<file path="src/rtl/axadd_pkg.sv">
package axadd_pkg;

  typedef enum logic [2:0] {
    ST_IDLE       = 3'd0,
    ST_WRITE_WAIT = 3'd1,
    ST_WRITE      = 3'd2,
    ST_WRITE_RESP = 3'd3,
    ST_READ       = 3'd4
  } bus_state_t;

  localparam int REG_OPA   = 0;
  localparam int REG_OPB   = 1;
  localparam int REG_CTRL  = 2;
  localparam int REG_SUM   = 3;
  localparam int REG_CARRY = 4;
  localparam int NUM_REGS  = 5;

  localparam int CTRL_GO_BIT   = 0;
  localparam int CTRL_DONE_BIT = 1;

  localparam logic [1:0] RESP_OKAY = 2'b00;

endpackage

</file>
<file path="src/rtl/axadd_rst_sync.sv">
module axadd_rst_sync #(
  parameter int STAGES = 2
) (
  input  logic clk,
  input  logic rst_n,
  output logic rst_n_sync
);

  logic [STAGES-1:0] chain_q;

  always_ff @(posedge clk or negedge rst_n) begin
    if (!rst_n) begin
      chain_q <= '0;
    end else begin
      chain_q <= {chain_q[STAGES-2:0], 1'b1};
    end
  end

  assign rst_n_sync = chain_q[STAGES-1];

endmodule

</file>
<file path="src/rtl/axadd_bus_fsm.sv">
module axadd_bus_fsm
  import axadd_pkg::*;
#(
  parameter int ADDR_W = 8,
  parameter int DATA_W = 32,
  localparam int STRB_W = DATA_W / 8
) (
  input  logic              clk,
  input  logic              rst_n,
  input  logic [ADDR_W-1:0] s_awaddr,
  input  logic              s_awvalid,
  output logic              s_awready,
  input  logic [DATA_W-1:0] s_wdata,
  input  logic [STRB_W-1:0] s_wstrb,
  input  logic              s_wvalid,
  output logic              s_wready,
  output logic              s_bvalid,
  input  logic              s_bready,
  input  logic [ADDR_W-1:0] s_araddr,
  input  logic              s_arvalid,
  output logic              s_arready,
  output logic              s_rvalid,
  input  logic              s_rready,
  output logic [DATA_W-1:0] s_rdata,
  input  logic [DATA_W-1:0] rd_data,
  output logic              wr_en,
  output logic [ADDR_W-1:0] wr_addr,
  output logic [DATA_W-1:0] wr_data,
  output logic [STRB_W-1:0] wr_strb,
  output logic              rd_en,
  output logic [ADDR_W-1:0] rd_addr,
  output bus_state_t        state
);

  bus_state_t        state_q, state_n;
  logic              aw_got_q, aw_got_n;
  logic              w_got_q, w_got_n;
  logic [ADDR_W-1:0] awaddr_q;
  logic [DATA_W-1:0] wdata_q;
  logic [STRB_W-1:0] wstrb_q;
  logic [DATA_W-1:0] rdata_q;
  logic              aw_hs, w_hs, ar_hs;

  // channel readiness follows the state and what has been captured so far
  always_comb begin
    s_awready = 1'b0;
    s_wready  = 1'b0;
    s_arready = 1'b0;
    unique case (state_q)
      ST_IDLE: begin
        s_awready = 1'b1;
        s_wready  = 1'b1;
        s_arready = !s_awvalid && !s_wvalid;
      end
      ST_WRITE_WAIT: begin
        s_awready = !aw_got_q;
        s_wready  = !w_got_q;
      end
      default: ;
    endcase
  end

  assign aw_hs = s_awvalid && s_awready;
  assign w_hs  = s_wvalid && s_wready;
  assign ar_hs = s_arvalid && s_arready;

  always_comb begin
    state_n = state_q;
    unique case (state_q)
      ST_IDLE: begin
        if (aw_hs && w_hs)      state_n = ST_WRITE;
        else if (aw_hs || w_hs) state_n = ST_WRITE_WAIT;
        else if (ar_hs)         state_n = ST_READ;
      end
      ST_WRITE_WAIT: begin
        if ((aw_got_q || aw_hs) && (w_got_q || w_hs)) state_n = ST_WRITE;
      end
      ST_WRITE:      state_n = ST_WRITE_RESP;
      ST_WRITE_RESP: if (s_bready) state_n = ST_IDLE;
      ST_READ:       if (s_rready) state_n = ST_IDLE;
      default:       state_n = ST_IDLE;
    endcase
  end

  always_comb begin
    aw_got_n = aw_got_q;
    w_got_n  = w_got_q;
    if (state_q == ST_WRITE) begin
      aw_got_n = 1'b0;
      w_got_n  = 1'b0;
    end else begin
      if (aw_hs) aw_got_n = 1'b1;
      if (w_hs)  w_got_n  = 1'b1;
    end
  end

  always_ff @(posedge clk or negedge rst_n) begin
    if (!rst_n) begin
      state_q  <= ST_IDLE;
      aw_got_q <= 1'b0;
      w_got_q  <= 1'b0;
    end else begin
      state_q  <= state_n;
      aw_got_q <= aw_got_n;
      w_got_q  <= w_got_n;
    end
  end

  always_ff @(posedge clk or negedge rst_n) begin
    if (!rst_n) begin
      awaddr_q <= '0;
    end else if (aw_hs) begin
      awaddr_q <= s_awaddr;
    end
  end

  always_ff @(posedge clk or negedge rst_n) begin
    if (!rst_n) begin
      wdata_q <= '0;
      wstrb_q <= '0;
    end else if (w_hs) begin
      wdata_q <= s_wdata;
      wstrb_q <= s_wstrb;
    end
  end

  always_ff @(posedge clk or negedge rst_n) begin
    if (!rst_n) begin
      rdata_q <= '0;
    end else if (ar_hs) begin
      rdata_q <= rd_data;
    end
  end

  assign wr_en    = (state_q == ST_WRITE);
  assign wr_addr  = awaddr_q;
  assign wr_data  = wdata_q;
  assign wr_strb  = wstrb_q;
  assign rd_en    = ar_hs;
  assign rd_addr  = s_araddr;
  assign s_bvalid = (state_q == ST_WRITE_RESP);
  assign s_rvalid = (state_q == ST_READ);
  assign s_rdata  = rdata_q;
  assign state    = state_q;

endmodule

</file>
<file path="src/rtl/axadd_operands.sv">
module axadd_operands
  import axadd_pkg::*;
#(
  parameter int DATA_W = 32,
  parameter int IDX_W  = 6,
  localparam int STRB_W = DATA_W / 8
) (
  input  logic              clk,
  input  logic              rst_n,
  input  logic              wr_en,
  input  logic [IDX_W-1:0]  wr_idx,
  input  logic [DATA_W-1:0] wr_data,
  input  logic [STRB_W-1:0] wr_strb,
  output logic [DATA_W-1:0] opa,
  output logic [DATA_W-1:0] opb
);

  logic a_sel, b_sel;

  assign a_sel = wr_en && (wr_idx == IDX_W'(REG_OPA));
  assign b_sel = wr_en && (wr_idx == IDX_W'(REG_OPB));

  for (genvar g = 0; g < STRB_W; g++) begin : g_lane
    logic [7:0] a_byte_q, b_byte_q;
    logic       a_ce, b_ce;

    assign a_ce = a_sel && wr_strb[g];
    assign b_ce = b_sel && wr_strb[g];

    always_ff @(posedge clk or negedge rst_n) begin
      if (!rst_n) begin
        a_byte_q <= '0;
      end else if (a_ce) begin
        a_byte_q <= wr_data[g*8 +: 8];
      end
    end

    always_ff @(posedge clk or negedge rst_n) begin
      if (!rst_n) begin
        b_byte_q <= '0;
      end else if (b_ce) begin
        b_byte_q <= wr_data[g*8 +: 8];
      end
    end

    assign opa[g*8 +: 8] = a_byte_q;
    assign opb[g*8 +: 8] = b_byte_q;
  end

endmodule

</file>
<file path="src/rtl/axadd_core.sv">
module axadd_core
  import axadd_pkg::*;
#(
  parameter int DATA_W = 32,
  parameter int IDX_W  = 6,
  localparam int STRB_W = DATA_W / 8
) (
  input  logic              clk,
  input  logic              rst_n,
  input  logic              wr_en,
  input  logic [IDX_W-1:0]  wr_idx,
  input  logic [DATA_W-1:0] wr_data,
  input  logic [STRB_W-1:0] wr_strb,
  input  logic              rd_en,
  input  logic [IDX_W-1:0]  rd_idx,
  input  logic [DATA_W-1:0] opa,
  input  logic [DATA_W-1:0] opb,
  output logic              go,
  output logic [DATA_W-1:0] sum,
  output logic              carry,
  output logic              done
);

  logic              go_q, go_n;
  logic [DATA_W-1:0] sum_q;
  logic              carry_q;
  logic              done_q, done_n;
  logic              seen_sum_q, seen_sum_n;
  logic              seen_cy_q, seen_cy_n;
  logic [DATA_W:0]   add_full;
  logic              rd_sum, rd_cy;

  // launch pulse: one cycle long, raised by the commit of a control write
  assign go_n = wr_en && (wr_idx == IDX_W'(REG_CTRL)) && wr_strb[0] &&
                wr_data[CTRL_GO_BIT];

  assign add_full = {1'b0, opa} + {1'b0, opb};

  assign rd_sum = rd_en && (rd_idx == IDX_W'(REG_SUM));
  assign rd_cy  = rd_en && (rd_idx == IDX_W'(REG_CARRY));

  always_comb begin
    seen_sum_n = seen_sum_q;
    seen_cy_n  = seen_cy_q;
    done_n     = done_q;
    if (go_q) begin
      seen_sum_n = 1'b0;
      seen_cy_n  = 1'b0;
      done_n     = 1'b1;
    end else begin
      if (rd_sum) seen_sum_n = 1'b1;
      if (rd_cy)  seen_cy_n  = 1'b1;
      if (seen_sum_n && seen_cy_n) done_n = 1'b0;
    end
  end

  always_ff @(posedge clk or negedge rst_n) begin
    if (!rst_n) begin
      go_q <= 1'b0;
    end else begin
      go_q <= go_n;
    end
  end

  always_ff @(posedge clk or negedge rst_n) begin
    if (!rst_n) begin
      sum_q   <= '0;
      carry_q <= 1'b0;
    end else if (go_q) begin
      sum_q   <= add_full[DATA_W-1:0];
      carry_q <= add_full[DATA_W];
    end
  end

  always_ff @(posedge clk or negedge rst_n) begin
    if (!rst_n) begin
      done_q     <= 1'b0;
      seen_sum_q <= 1'b0;
      seen_cy_q  <= 1'b0;
    end else begin
      done_q     <= done_n;
      seen_sum_q <= seen_sum_n;
      seen_cy_q  <= seen_cy_n;
    end
  end

  assign go    = go_q;
  assign sum   = sum_q;
  assign carry = carry_q;
  assign done  = done_q;

endmodule

</file>
<file path="src/rtl/axil_adder_regs.sv">
module axil_adder_regs
  import axadd_pkg::*;
#(
  parameter int ADDR_W      = 8,
  parameter int DATA_W      = 32,
  parameter int SYNC_STAGES = 2,
  localparam int STRB_W = DATA_W / 8,
  localparam int IDX_W  = ADDR_W - 2
) (
  input  logic              clk,
  input  logic              rst_n,
  input  logic [ADDR_W-1:0] s_awaddr,
  input  logic              s_awvalid,
  output logic              s_awready,
  input  logic [DATA_W-1:0] s_wdata,
  input  logic [STRB_W-1:0] s_wstrb,
  input  logic              s_wvalid,
  output logic              s_wready,
  output logic [1:0]        s_bresp,
  output logic              s_bvalid,
  input  logic              s_bready,
  input  logic [ADDR_W-1:0] s_araddr,
  input  logic              s_arvalid,
  output logic              s_arready,
  output logic [DATA_W-1:0] s_rdata,
  output logic [1:0]        s_rresp,
  output logic              s_rvalid,
  input  logic              s_rready
);

  logic              rst_n_sync;
  logic              wr_en, rd_en;
  logic [ADDR_W-1:0] wr_addr, rd_addr;
  logic [DATA_W-1:0] wr_data, rd_data;
  logic [STRB_W-1:0] wr_strb;
  logic [IDX_W-1:0]  wr_idx, rd_idx;
  logic [DATA_W-1:0] opa, opb, sum;
  logic              go, carry, done;
  bus_state_t        bus_state;

  axadd_rst_sync #(.STAGES(SYNC_STAGES)) u_rst (
    .clk        (clk),
    .rst_n      (rst_n),
    .rst_n_sync (rst_n_sync)
  );

  axadd_bus_fsm #(.ADDR_W(ADDR_W), .DATA_W(DATA_W)) u_fsm (
    .clk       (clk),
    .rst_n     (rst_n_sync),
    .s_awaddr  (s_awaddr),
    .s_awvalid (s_awvalid),
    .s_awready (s_awready),
    .s_wdata   (s_wdata),
    .s_wstrb   (s_wstrb),
    .s_wvalid  (s_wvalid),
    .s_wready  (s_wready),
    .s_bvalid  (s_bvalid),
    .s_bready  (s_bready),
    .s_araddr  (s_araddr),
    .s_arvalid (s_arvalid),
    .s_arready (s_arready),
    .s_rvalid  (s_rvalid),
    .s_rready  (s_rready),
    .s_rdata   (s_rdata),
    .rd_data   (rd_data),
    .wr_en     (wr_en),
    .wr_addr   (wr_addr),
    .wr_data   (wr_data),
    .wr_strb   (wr_strb),
    .rd_en     (rd_en),
    .rd_addr   (rd_addr),
    .state     (bus_state)
  );

  // word decode: the two lowest address bits never take part
  assign wr_idx = wr_addr[ADDR_W-1:2];
  assign rd_idx = rd_addr[ADDR_W-1:2];

  axadd_operands #(.DATA_W(DATA_W), .IDX_W(IDX_W)) u_ops (
    .clk     (clk),
    .rst_n   (rst_n_sync),
    .wr_en   (wr_en),
    .wr_idx  (wr_idx),
    .wr_data (wr_data),
    .wr_strb (wr_strb),
    .opa     (opa),
    .opb     (opb)
  );

  axadd_core #(.DATA_W(DATA_W), .IDX_W(IDX_W)) u_core (
    .clk     (clk),
    .rst_n   (rst_n_sync),
    .wr_en   (wr_en),
    .wr_idx  (wr_idx),
    .wr_data (wr_data),
    .wr_strb (wr_strb),
    .rd_en   (rd_en),
    .rd_idx  (rd_idx),
    .opa     (opa),
    .opb     (opb),
    .go      (go),
    .sum     (sum),
    .carry   (carry),
    .done    (done)
  );

  always_comb begin
    rd_data = '0;
    case (rd_idx)
      IDX_W'(REG_OPA):   rd_data = opa;
      IDX_W'(REG_OPB):   rd_data = opb;
      IDX_W'(REG_CTRL): begin
        rd_data[CTRL_GO_BIT]   = go;
        rd_data[CTRL_DONE_BIT] = done;
      end
      IDX_W'(REG_SUM):   rd_data = sum;
      IDX_W'(REG_CARRY): rd_data[0] = carry;
      default:           rd_data = '0;
    endcase
  end

  assign s_bresp = RESP_OKAY;
  assign s_rresp = RESP_OKAY;

endmodule

</file>
<file path="config.mk">
export PLATFORM = sky130hd
export DESIGN_NAME = axil_adder_regs
export DESIGN_NICKNAME = d
export VERILOG_FILES = /design/src/rtl/axadd_pkg.sv /design/src/rtl/axadd_rst_sync.sv /design/src/rtl/axadd_bus_fsm.sv /design/src/rtl/axadd_operands.sv /design/src/rtl/axadd_core.sv /design/src/rtl/axil_adder_regs.sv
export SDC_FILE = /design/constraint.sdc
export NUM_CORES = 1
export LEC_CHECK = 0
export BUFFER_PORTS_ARGS = -buffer_cell sky130_fd_sc_hd__buf_2
export CORE_ASPECT_RATIO = 0.75
export CORE_MARGIN = 4
export CORE_UTILIZATION = 56
export CTS_BUF_LIST = sky130_fd_sc_hd__clkbuf_8
export CTS_CLUSTER_SIZE = 14
export DETAILED_ROUTE_END_ITERATION = 12
export GPL_TIMING_DRIVEN = 0
export PLACE_DENSITY = 0.81
export SLEW_MARGIN = 0
export SYNTH_ARGS = -nofsm -noshare
export SYNTH_HDL_FRONTEND = slang
export SYNTH_HIERARCHICAL = 1
export SYNTH_SLANG_ARGS = --single-unit
</file>
<file path="constraint.sdc">
create_clock -name clk -period 5.73 [get_ports clk]
set_input_delay 0.573 -clock clk [delete_from_list [all_inputs] [get_ports clk]]
set_output_delay 0.573 -clock clk [all_outputs]
set_load 0.02 [all_outputs]
</file>
==> results.cfg <==
[clocking]
clock-root-buffer = clkbuf_8
clock_latency_ps = 470
cts-buffers-inserted = 17
cts.htree.levels = 4
clockBufferDepth = 2
postCtsHoldBufs = 1
cts_tree = done
clock_sinks = 182
post_cts_buffers = 0
clk_pin_slew_ps = 90
cts_resized = 0

[routing]
dr_total_vias = 6873
drt_wl_total_mm = 22.2
final_antenna_net_count = 0
drtIter0Drc = 502
vias_per_cell = 5.87
first_pass_iters = 5
wl_per_cell_um = 19.0
drc = 0

[sta]
hold_viol = 0
max_slew_margin = 0.446
finalSetupViolations = 0
finalMaxSlewViolations = 0
grt_setup_unrepaired = false
tightestPinTransition_ps = 830
post-route-period-util = 0.542
hold_ws_ps = 329
max_freq_mhz = 322
worst_slack_ps = 2630
fin_skew_ps = 13.3
fin_crit_ps = 3100

[placement]
dpl_cell_area_um2 = 10700
dpl_worst_slack_ps = 2790
dp.cells = 1138
gp_congestion = 0.937
dpl.hpwl_mm = 16.3
io_buffers = 85

[layout]
fillers = 1350
areaGrowthSynthToFinish_pct = 12.0
drive_above_1_share = 0.375
diodes = 0
multi_input_area_um2 = 5060
final_cells = 1170
seq_area_um2 = 4560
layout_common_cells = dfrtp_1 (181), mux2_2 (143), buf_2 (102)
fin_area_um2 = 11100
nets = 1016
mostFrequentLayoutCell = dfrtp_1

[yosys]
ys_warn_count = 6
syn_inst = 812
avgSynthCellArea_um2 = 12.3
syn_area_um2 = 9960

[power_and_ir_drop]
power.internal_w = 0.00262
power_leakage_nw = 5.62
vdd_drop_max_mv = 0.232
p_switching_w = 0.00141
swShare = 0.350
pwr-share-seq = 0.472
combinationalPowerShare = 0.313
power.total_w = 0.00404
power.share.clock = 0.215
powerDensity_nw_per_um2 = 362

[global_routing]
antenna_found_initial = 0
grt_usage = 0.231
use_met2 = 0.351
grt_use_met3 = 0.0560
use_met1 = 0.342
grt_first_pass_wirelength_mm = 36.3
grt.overflow.total = 0
grt_pass1_vias = 6855
grt_max_degree = 71
top_usage_layer = met2

[die]
rows = 41
num_io_pins = 100
die_x_um = 162
die_area_um2 = 20000
core_um2 = 17100
die_h_um = 123
initial_core_util = 0.581

[critical_path]
required_ps = 6090
end_kind = flop
startpoint_type = flop
setup.worst_path.start = u_ops/g_lane[0].a_byte_q[0]
crit_fanout = 4
ff2ff_setup_slack_ps = 2630
r2r-start = u_ops/g_lane[0].a_byte_q[0]
critical_path_arrival_ps = 3470
worst-setup-path-type = reg2reg

[run]
cap_violations = 0

[min_path]
worst_hold_startpoint = s_awaddr[4]
hold_path_class = in2reg

[run_status]
outcome = completed
final cells by class:
type	count	area share
tap	236	0.0265
multi-input combinational	574	0.454
clock buffer	19	0.0235
sequential	182	0.409
clock inverter	12	0.0116
inverter	10	0.00337
timing repair buffer	88	0.0440
buffer	49	0.0285
power groups by stage:
stage               logic [W]  clock network [W]  registers [W]
floorplan             0.00100                  0        0.00184
global placement      0.00118                  0        0.00192
detailed placement    0.00125                  0        0.00193
CTS                   0.00126           0.000894        0.00190
global route          0.00139           0.000939        0.00195
finish                0.00126           0.000867        0.00190
sequential cells by signal, summed over array words and instances, names as in the netlist:
| signal | count |
|---|---|
| u_fsm/wr_strb | 4 |
| u_core/seen_cy_q | 1 |
| u_rst/chain_q | 2 |
| u_core/done | 1 |
| u_core/sum | 32 |
| u_fsm/aw_got_q | 1 |
| u_core/seen_sum_q | 1 |
| u_fsm/wr_addr | 6 |
| u_ops/g_lane.b_byte_q | 32 |
| u_core/carry | 1 |
| u_core/go | 1 |
| u_fsm/w_got_q | 1 |
| u_fsm/wr_data | 32 |
| u_fsm/s_rdata | 32 |
| u_fsm/state | 3 |
| u_ops/g_lane.a_byte_q | 32 |
critical path: stages (launching register included):
cell and delay [ps]:
dfrtp_1 410, ha_1 250, fa_1 470, a211oi_2 260, nor2_1 120, o41ai_2 370, o21ai_0 330, o31ai_2 460
o211ai_1 180, o21a_1 150
path summary, 6_finish.rpt:
kind,depth (start not counted),end
worst min register to register,0,u_rst/chain_q[1]
min in group asynchronous,2,u_rst/chain_q[1]
max in group asynchronous,1,u_fsm/wr_addr[3]
worst max register to register,9,u_core/carry
worst min-delay path,2,u_fsm/wr_addr[4]
worst max-delay path,9,u_core/carry
layer usage:
layer | part of all wire | vias to the layer above
li1 | - | 3240
met1 | 0.48 | 3368
met2 | 0.44 | 241
met3 | 0.069 | 24
met4 | 0.012 | 0
met5 | 0 | -
through the flow:
step                setup TNS, ps  utilization
floorplan                       0            -
global route                    0        0.651
finish                          0        0.651
detailed placement              0        0.627
CTS                             0        0.651
global placement          -300250        0.624
Note: power is estimated with default switching activity, not from simulation.
